### src/rtl/dpp_pkg.sv
package dpp_pkg;

    localparam int DIG_W = 4;

    typedef logic [DIG_W-1:0] dig_t;

    // signed multiplier digit: sign plus one-hot choice among 1x..5x
    typedef struct packed {
        logic       neg;
        logic [4:0] sel;
    } sd_t;

    // plain 8421 value to redundancy-free 4221 form
    function automatic dig_t to_r4221(input dig_t d);
        dig_t r;
        case (d)
            4'd0:    r = 4'b0000;
            4'd1:    r = 4'b0001;
            4'd2:    r = 4'b0010;
            4'd3:    r = 4'b0011;
            4'd4:    r = 4'b0110;
            4'd5:    r = 4'b1001;
            4'd6:    r = 4'b1100;
            4'd7:    r = 4'b1101;
            4'd8:    r = 4'b1110;
            4'd9:    r = 4'b1111;
            default: r = 4'b0000;
        endcase
        return r;
    endfunction

    // 8421 digit to 5421 form (top bit weighs five)
    function automatic dig_t to_5421(input dig_t d);
        return (d > 4'd4) ? d + 4'd3 : d;
    endfunction

    // 5421 digit back to 8421
    function automatic dig_t from_5421(input dig_t c);
        return c[3] ? ({1'b0, c[2:0]} + 4'd5) : {1'b0, c[2:0]};
    endfunction

    function automatic logic is_r4221(input dig_t c);
        return !(c inside {4'd4, 4'd5, 4'd7, 4'd8, 4'd10, 4'd11});
    endfunction

endpackage

### src/rtl/dpp_sd_recoder.sv
module dpp_sd_recoder
    import dpp_pkg::*;
#(
    parameter int M_DIG = 4
) (
    input  logic [M_DIG*DIG_W-1:0] b_i,
    output sd_t  [M_DIG:0]         sd_o
);

    always_comb begin
        logic       carry;
        dig_t       x;
        logic [4:0] v;
        logic [4:0] mag;
        logic       ng;
        carry = 1'b0;
        sd_o  = '0;
        for (int i = 0; i < M_DIG; i++) begin
            x = b_i[i*DIG_W +: DIG_W];
            v = {1'b0, x} + {4'b0, carry};
            if (x >= 4'd5) begin
                // digit minus ten: magnitude is ten minus the sum
                carry = 1'b1;
                mag   = 5'd10 - v;
                ng    = (mag != 5'd0);
            end else begin
                carry = 1'b0;
                mag   = v;
                ng    = 1'b0;
            end
            sd_o[i].neg = ng;
            sd_o[i].sel = (mag == 5'd0) ? 5'b0 : (5'b00001 << (mag - 5'd1));
        end
        sd_o[M_DIG].neg = 1'b0;
        sd_o[M_DIG].sel = {4'b0, carry};
    end

endmodule

### src/rtl/dpp_doubler.sv
module dpp_doubler
    import dpp_pkg::*;
#(
    parameter int ND = 5
) (
    input  logic [ND*DIG_W-1:0] bcd_i,
    output logic [ND*DIG_W-1:0] dbl_o
);

    logic [ND*DIG_W-1:0] c5421;

    for (genvar i = 0; i < ND; i++) begin : g_dig
        assign c5421[i*DIG_W +: DIG_W] = to_5421(bcd_i[i*DIG_W +: DIG_W]);
    end

    // the five-weight bit of each digit moves into the next digit's unit bit
    assign dbl_o = c5421 << 1;

endmodule

### src/rtl/dpp_bcd_adder.sv
module dpp_bcd_adder
    import dpp_pkg::*;
#(
    parameter int ND = 5
) (
    input  logic [ND*DIG_W-1:0] a_i,
    input  logic [ND*DIG_W-1:0] b_i,
    output logic [ND*DIG_W-1:0] sum_o
);

    always_comb begin
        logic       cy;
        logic [4:0] s;
        cy    = 1'b0;
        sum_o = '0;
        for (int i = 0; i < ND; i++) begin
            s = {1'b0, a_i[i*DIG_W +: DIG_W]} + {1'b0, b_i[i*DIG_W +: DIG_W]} + {4'b0, cy};
            if (s > 5'd9) begin
                s  = s + 5'd6;
                cy = 1'b1;
            end else begin
                cy = 1'b0;
            end
            sum_o[i*DIG_W +: DIG_W] = s[3:0];
        end
    end

endmodule

### src/rtl/dpp_multiples.sv
module dpp_multiples
    import dpp_pkg::*;
#(
    parameter int N_DIG = 4
) (
    input  logic [N_DIG*DIG_W-1:0]               a_i,
    output logic [4:0][(N_DIG+1)*DIG_W-1:0]      mult_o
);

    localparam int ND = N_DIG + 1;
    localparam int MW = ND * DIG_W;

    logic [MW-1:0] x1, x2, x3, x4, x5, a_sh;
    logic [4:0][MW-1:0] m8421;

    assign x1 = {{DIG_W{1'b0}}, a_i};

    dpp_doubler #(.ND(ND)) u_x2 (.bcd_i(x1), .dbl_o(x2));
    dpp_doubler #(.ND(ND)) u_x4 (.bcd_i(x2), .dbl_o(x4));
    dpp_bcd_adder #(.ND(ND)) u_x3 (.a_i(x1), .b_i(x2), .sum_o(x3));

    // times ten halved: a three-bit shift regroups the bits into 5421 digits
    assign a_sh = x1 << 3;
    for (genvar d = 0; d < ND; d++) begin : g_x5
        assign x5[d*DIG_W +: DIG_W] = from_5421(a_sh[d*DIG_W +: DIG_W]);
    end

    assign m8421 = {x5, x4, x3, x2, x1};

    for (genvar k = 0; k < 5; k++) begin : g_mul
        for (genvar d = 0; d < ND; d++) begin : g_dig
            assign mult_o[k][d*DIG_W +: DIG_W] = to_r4221(m8421[k][d*DIG_W +: DIG_W]);
        end
    end

endmodule

### src/rtl/dpp_pp_select.sv
module dpp_pp_select
    import dpp_pkg::*;
#(
    parameter int N_DIG = 4
) (
    input  sd_t                              sd_i,
    input  logic [4:0][(N_DIG+1)*DIG_W-1:0]  mult_i,
    output logic [(N_DIG+2)*DIG_W-1:0]       pp_o
);

    localparam int MW = (N_DIG + 1) * DIG_W;

    always_comb begin
        logic [MW-1:0] mag;
        mag = '0;
        for (int k = 0; k < 5; k++) begin
            if (sd_i.sel[k]) mag = mag | mult_i[k];
        end
        pp_o = {{DIG_W{sd_i.neg}}, mag ^ {MW{sd_i.neg}}};
    end

endmodule

### src/rtl/dec_pp_gen.sv
module dec_pp_gen
    import dpp_pkg::*;
#(
    parameter int N_DIG   = 4,
    parameter int M_DIG   = 4,
    parameter bit REG_OUT = 1'b1
) (
    input  logic                                   clk,
    input  logic                                   rst,
    input  logic [N_DIG*4-1:0]                     a_i,
    input  logic [M_DIG*4-1:0]                     b_i,
    output logic [(M_DIG+1)*(N_DIG+2)*4-1:0]       pp_o,
    output logic [M_DIG:0]                         neg_o
);

    localparam int MW  = (N_DIG + 1) * DIG_W;
    localparam int PW  = MW + DIG_W;
    localparam int NPP = M_DIG + 1;

    sd_t  [M_DIG:0]     sd;
    logic [4:0][MW-1:0] mult;
    logic [NPP*PW-1:0]  pp_c;
    logic [M_DIG:0]     neg_c;

    dpp_sd_recoder #(.M_DIG(M_DIG)) u_rec (.b_i(b_i), .sd_o(sd));
    dpp_multiples  #(.N_DIG(N_DIG)) u_mul (.a_i(a_i), .mult_o(mult));

    for (genvar i = 0; i < NPP; i++) begin : g_pp
        dpp_pp_select #(.N_DIG(N_DIG)) u_sel (
            .sd_i   (sd[i]),
            .mult_i (mult),
            .pp_o   (pp_c[i*PW +: PW])
        );
        assign neg_c[i] = sd[i].neg;
    end

    if (REG_OUT) begin : g_reg
        always_ff @(posedge clk) begin
            if (rst) begin
                pp_o  <= '0;
                neg_o <= '0;
            end else begin
                pp_o  <= pp_c;
                neg_o <= neg_c;
            end
        end
    end else begin : g_comb
        assign pp_o  = pp_c;
        assign neg_o = neg_c;
    end

endmodule

### config.mk
export PLATFORM = sky130hd
export DESIGN_NAME = dec_pp_gen
export DESIGN_NICKNAME = d
export VERILOG_FILES = /design/src/rtl/dpp_pkg.sv /design/src/rtl/dpp_sd_recoder.sv /design/src/rtl/dpp_doubler.sv /design/src/rtl/dpp_bcd_adder.sv /design/src/rtl/dpp_multiples.sv /design/src/rtl/dpp_pp_select.sv /design/src/rtl/dec_pp_gen.sv
export SDC_FILE = /design/constraint.sdc
export NUM_CORES = 1
export LEC_CHECK = 0
export ABC_AREA = 1
export ABC_CLOCK_PERIOD_IN_PS = 15200
export BUFFER_PORTS_ARGS = -buffer_cell sky130_fd_sc_hd__buf_2
export CAP_MARGIN = 20
export CORE_MARGIN = 5
export CORE_UTILIZATION = 60
export CTS_BUF_LIST = sky130_fd_sc_hd__clkbuf_4
export CTS_CLUSTER_DIAMETER = 100
export DETAILED_ROUTE_END_ITERATION = 6
export PLACE_DENSITY_LB_ADDON = 0.05
export SYNTH_ARGS = -nofsm -noshare
export SYNTH_HDL_FRONTEND = slang
export SYNTH_HIERARCHICAL = 1
export SYNTH_SLANG_ARGS = --single-unit
### constraint.sdc
create_clock -name clk -period 15.2 [get_ports clk]
set_clock_uncertainty 0.05 [all_clocks]
set_input_delay 1.52 -clock clk [delete_from_list [all_inputs] [get_ports clk]]
set_output_delay 1.52 -clock clk [all_outputs]
set_load 0.03 [all_outputs]
# Yosys cells after proc, flatten, opt, wreduce, memory -nomap -nowiden
# Memory sizes are Yosys's and may differ from the RTL's.
# Index checks and enable logic that the tools add are counted.
[word_totals] regBits=122 mem_bits_ro=1600 out_inout_bits=125 word_cells=176 memories=25 in_bits=34
[mem_list] memory="(no name shown)" depth=16 width=4 read_ports=1 rd_clocked_by_memory_dff=0 write_ports=0 line="dpp_pkg.sv:16" rtl="case (d)"
[mem_list] memory="(no name shown)" depth=16 width=4 read_ports=1 rd_clocked_by_memory_dff=0 write_ports=0 line="dpp_pkg.sv:16"
[mem_list] memory="(no name shown)" depth=16 width=4 read_ports=1 rd_clocked_by_memory_dff=0 write_ports=0 line="dpp_pkg.sv:16"
[mem_list] memory="(no name shown)" depth=16 width=4 read_ports=1 rd_clocked_by_memory_dff=0 write_ports=0 line="dpp_pkg.sv:16"
[mem_list] memory="(no name shown)" depth=16 width=4 read_ports=1 rd_clocked_by_memory_dff=0 write_ports=0 line="dpp_pkg.sv:16"
[mem_list] memory="(no name shown)" depth=16 width=4 read_ports=1 rd_clocked_by_memory_dff=0 write_ports=0 line="dpp_pkg.sv:16"
[mem_list] memory="+19 memories"
[classes] bitwise=21 magnitude_cmp=18 muxes=58 addsub=36 reduce_logical=9 n_shift=4
[ops] op="$mux 20" count=20
[ops] op="$or 20x20->20" count=16
[ops] op="$xor 20x20->20" count=4
[ops] op="$mux 4" count=16
[ops] op="$mux 5" count=8
[ops] op="$add 4x2->4 const B" count=8
[ops] op="$gt 4x3->1 const B" count=8
[ops] op="$add 4x4->5" count=4
[ops] op="$gt 5x4->1 const B" count=4
[ops] op="$logic_not 5->1" count=4
[ops] op="$reduce_bool 5->1" count=4
[ops] op="$shl 1x5->5 const A" count=4
[ops] op="$sub 5x1->5 const B" count=4
[ops] op="$add 4x3->4 const B" count=4
[ops] op="$ge 4x3->1 const B" count=4
[ops] op="$add 4x1->5" count=3
[ops] op="$add 5x1->5" count=3
[ops] op="$sub 4x5->5 const A" count=3
[ops] op="$add 3x3->4 const B" count=3
[ops] op="$mux 1" count=12
[ops] op="$mux 3" count=2
[ops] op="$sub 4x4->5 const A" count=1
[ops] op="$add 2x3->4 const B" count=1
[ops] op="$gt 2x4->1 const B" count=1
[ops] op="other kinds (5)" count=5

# Logic depth before layout (Yosys ltp)
# An unclocked memory read counts as a cell.
[logic_depth] ltp_word=25 ltp_mapped=90 mapped_depth_nobuf=90

# Cells and area by module
# The synthesis kept the hierarchy.
[modules_own_cells] mod="dpp_pp_select" instances=5 seq_area_each_um2=0.0 cells_each=298 area_per_inst_um2=1328.8
[modules_own_cells] mod="dec_pp_gen" instances=1 seq_area_each_um2=2502.4 cells_each=389 area_per_inst_um2=3633.5
[modules_own_cells] mod="dpp_sd_recoder" instances=1 seq_area_each_um2=0.0 cells_each=275 area_per_inst_um2=1584.0
[modules_own_cells] mod="dpp_multiples" instances=1 seq_area_each_um2=0.0 cells_each=333 area_per_inst_um2=1529.0
[modules_own_cells] mod="dpp_bcd_adder" instances=1 seq_area_each_um2=0.0 cells_each=256 area_per_inst_um2=1476.4
[modules_own_cells] mod="dpp_doubler" instances=2 seq_area_each_um2=0.0 cells_each=141 area_per_inst_um2=674.4

# Worst setup path after synthesis
# OpenSTA, ideal clock, no wires.
[synth_timing] path_type="input to register" startpoint="in a_i[0]" endpoint="reg pp_o[17]" slack_ps=5494 path_buffers=0 t_arrival_ps=9539 required_ps=15033 path_stages=68 setup_ps=117 cell_sequence="inv_1 ha_1 inv_1 nand2_2 nand2_2 nand2_1 nand2_1 inv_1 fa_1 nand2_1 nand2_1 ha_1 inv_1 a21oi_1 a21oi_2 nand2_2 nand2_2 inv_1 [32 not listed] nand2_2 nand2_2 inv_1 fa_1 inv_1 fa_1 nand3_1 nand2_1 nor2_1 nor2_1 nand2_1 nand2_1 nand2_1 nand3_1 o21bai_1 nand2_1 inv_1 nor2_1"
[synth_lines] element="start, declared" line="dec_pp_gen.sv:10" rtl="input logic [N_DIG*4-1:0] a_i,"
[synth_lines] element="end signal, assigned" line="dec_pp_gen.sv:43" rtl="pp_o <= pp_c;"
[synth_lines] element="end, declared" line="dec_pp_gen.sv:12" rtl="output logic [(M_DIG+1)*(N_DIG+2)*4-1:0] pp_o,"

==> summary.md <==
| Metric | Value |
|---|---|
| Status | `finished, final reports clean` |
| Final GP Congestion | `around 0.94` |
| Die width | `around 170 um` |
| Top layer in use | `met4` |
| Routed vias | `18650` |
| Post-CTS sizing | `0` |
| Detailed Route WL | `52360 um` |
| Post-Syn Area | `approximately 16000 um2` |
| Via-to-Cell Ratio | `around 5.4` |
| Critical Path RT | `15.61 ns` |
| Area of the multi-input gates | `~11000 um2` |
| Final Max Slew Viols | `0` |
| #FFs+latches synth | `~130` |
| # port buffers | `roughly 160` |
| EDFF count, synth | `0` |
| DR iter-0 viols | `2090` |
| CP Capture Point | `pp_o[89]$_SDFF_PP0_` |
| CP startpoint kind | `input pin` |
| Largest net degree at the start of global routing | `69` |
| First-pass GRT wire length | `roughly 84000 um` |
| Finish-stage setup viols | `0` |
| Worst setup path start | `a_i[0]` |
| Arrival time of the worst setup path | `around 11 ns` |
| Met3 wire length | `about 6300 um` |
| Hold WC Path Type | `input pin to register` |
| # DRC | `0` |
| 1st-pass router iterations | `6` |
| Relative slew slack | `a little over a fifth` |
| Vias in the first global route | `around 17000` |
| Area Overhead vs Synth | `5.440%` |
| Cell count after placement | `about 3400` |
| Min Hold Slack | `1.413 ns` |
| Final Cell Area | `approximately 17000 um2` |
| Leak | `between 10 and 15 nW` |
| Site row count | `60` |
| Placed cell area | `16770 um2` |
| RSZ-0062 raised after global routing | `false` |
| Wire per inst | `15.04 um` |
| IO Pins | `approximately 160` |
| Die span in y | `around 170 um` |
| Clock slew at reported path FFs | `0.20 ns` |
| Final cell count without fillers | `~3500` |
| Postcts setup bufs | `0` |
| Num Clock Sinks | `125` |
| Synth warn | `6` |
| Die footprint | `between 30000 and 40000 um2` |
| Sequential Area | `between 2000 and 3000 um2` |
| Cell taking the most area after synthesis | `nand2_1` |
| Worst Tran Pin Value | `between 1 and 1.5 ns` |
| VDD IR max | `~0.05 mV` |
| Initial antenna violation count | `1` |
| Crit-path max FO | `15` |
| Core footprint | `26800 um2` |
| Sequential-to-total area share from yosys stat | `15.43%` |
| Clock tree buffer depth | `2` |
| Nets@finish | `~3200` |
| Critical Path Max Stage Delay | `roughly 0.48 ns` |
| WS Path Type | `input pin to register` |
| Fmax | `between 0.09 and 0.1 GHz` |
| Fraction of layout cells with a size suffix above 1 | `approximately 11%` |
| Cells after Synth | `~3000` |
| Hold Buf Count CTS | `0` |
| Top cell type's share of synthesized area | `26.76%` |
| Total gr overflow | `0` |
| CTS Root Cell | `clkbuf_4` |
| Max-Cap Viols | `0` |
| Power Density | `about 110 nW/um2` |
| Met2 wire length | `~22000 um` |
| Critical path's slowest cell | `fa_1` |
| Async set or reset register ratio after synthesis | `0%` |
| Hold Violations, Final | `0` |
| H-tree depth | `4` |
| Final worst-path cycle share | `a little under 70%` |
| Synth Flop Type | `dfxtp_1` |
| Yosys cell types | `37` |
| Avg Cell Area, Syn | `roughly 5.4 um2` |
| CTS tree | `done` |
| Final antenna-violating net count | `0` |
| DP HPWL | `roughly 37000 um` |
| Worst hold start | `rst` |
| Crit. End Element | `register` |
| Initial core utilization | `approximately three fifths` |
| Total CTS buffers | `17` |
| Fill cells | `about 2700` |
| Fin crit period | `approximately 11 ns` |
| CP most frequent cell | `inv_1` |
| Metal-1 WL | `between 20000 and 25000 um` |
| Global Route Usage Sum | `roughly a third` |
| Synth area leaders | `nand2_1 27%, dfxtp_1 15%, inv_1 13%, nand3_1 10%, nor2_1 6.5%` |
| Setup TNS | `0 ns` |
## area by class of cell
class,count,share of cell area [%]
repair buffers,183,5.854
diodes,1,0.01464
clock buffers,17,0.7464
well taps,341,2.495
clock inverters,15,0.9952
flip-flops and latches,125,14.64
multi-input cells,2231,62.75
inverters,569,12.51
## cells in the mapped netlist, types with 2 or more instances
cell / n
a21oi_1: 32
a21oi_2: 7
a22oi_1: 3
a31oi_1: 3
buf_2: 22
buf_4: 56
buf_6: 39
clkbuf_4: 5
clkinv_1: 2
conb_1: 4
dfxtp_1: 125
fa_1: 9
ha_1: 71
inv_1: 558
inv_2: 8
nand2_1: 1156
nand2_2: 54
nand2_4: 2
nand3_1: 332
nand3_2: 8
nand3_4: 3
nand3b_1: 2
nand3b_2: 2
nand3b_4: 2
nand4_1: 14
nor2_1: 282
nor2_2: 12
nor2_4: 11
o211ai_1: 3
o21ai_0: 85
o21bai_1: 103
xor2_1: 5
## metrics by stage
step	setup slack (ns)	power, W	utilization (%)
floorplan	5.494	0.001258	-
global placement	4.567	0.001501	62.57
detailed placement	4.138	0.001522	62.57
CTS	4.765	0.001779	63.68
global route	3.837	0.001986	63.80
finish	4.647	0.001842	63.80
## sequential cells by signal, summed over array words and instances (netlist names)
register and flops:
pp_o 120, neg_o 5
## logic make-up (layout without fill, tap and decap cells)
logic type	Yosys count	after routing	synth area share, %
compound gates	238	238	9.252
simple gates	1880	1880	48.82
buf+inv	692	784	19.49
other cells	4	28	0.09257
flops	125	125	15.43
fa+ha+maj	80	80	6.589
xor+xnor	6	6	0.3241
## worst min-delay path by stage
stage / cells past startpoint / end / slack, ns
2_1_floorplan: 3 / neg_o[0]$_SDFF_PP0_ / 1.79
3_3_place_gp: 1 / pp_o[64] / 1.90
3_5_place_dp: 1 / pp_o[93] / 1.90
4_1_cts: 2 / pp_o[41]$_SDFF_PP0_ / 1.40
5_1_grt: 2 / pp_o[41]$_SDFF_PP0_ / 1.41
6_report: 2 / pp_o[41]$_SDFF_PP0_ / 1.41
## worst max-delay path, delay by kind of cell
family	cells	cell delay, ns
buffers and inverters	20	1.99
AO/OA/AOI/OAI	3	0.30
adder cells (fa/ha/maj)	14	4.52
AND/OR/NAND/NOR	32	2.61
## layout by cell type, fill, tap and decap left out, drive strengths merged
master	n
ha	71
fa	9
diode	1
nand3	343
a22oi	3
conb	27
o21ai	86
o211ai	3
o21bai	103
o31ai	1
clkinv	9
nand2	1212
xnor2	1
clkinvlp	1
nor2	305
buf	183
nand4	14
clkbuf	17
nand3b	6
a21oi	39
xor2	5
a31oi	3
dfxtp	125
inv	574
## layer usage
metal  track usage [%]  up-vias
met5                 0        -
met4             14.35        0
met3             5.589      193
met2             53.32      992
met1             44.61     8147
li1                  -     9319
## where the power goes
| part | switching, W | internal [W] | leakage [nW] |
|---|---|---|---|
| combinational | 0.000860 | 0.000330 | 10.7 |
| sequential | 0.0000137 | 0.000379 | 1.05 |
| clock | 0.000183 | 0.0000767 | 0.156 |
Power figures use the tool's default switching activity.
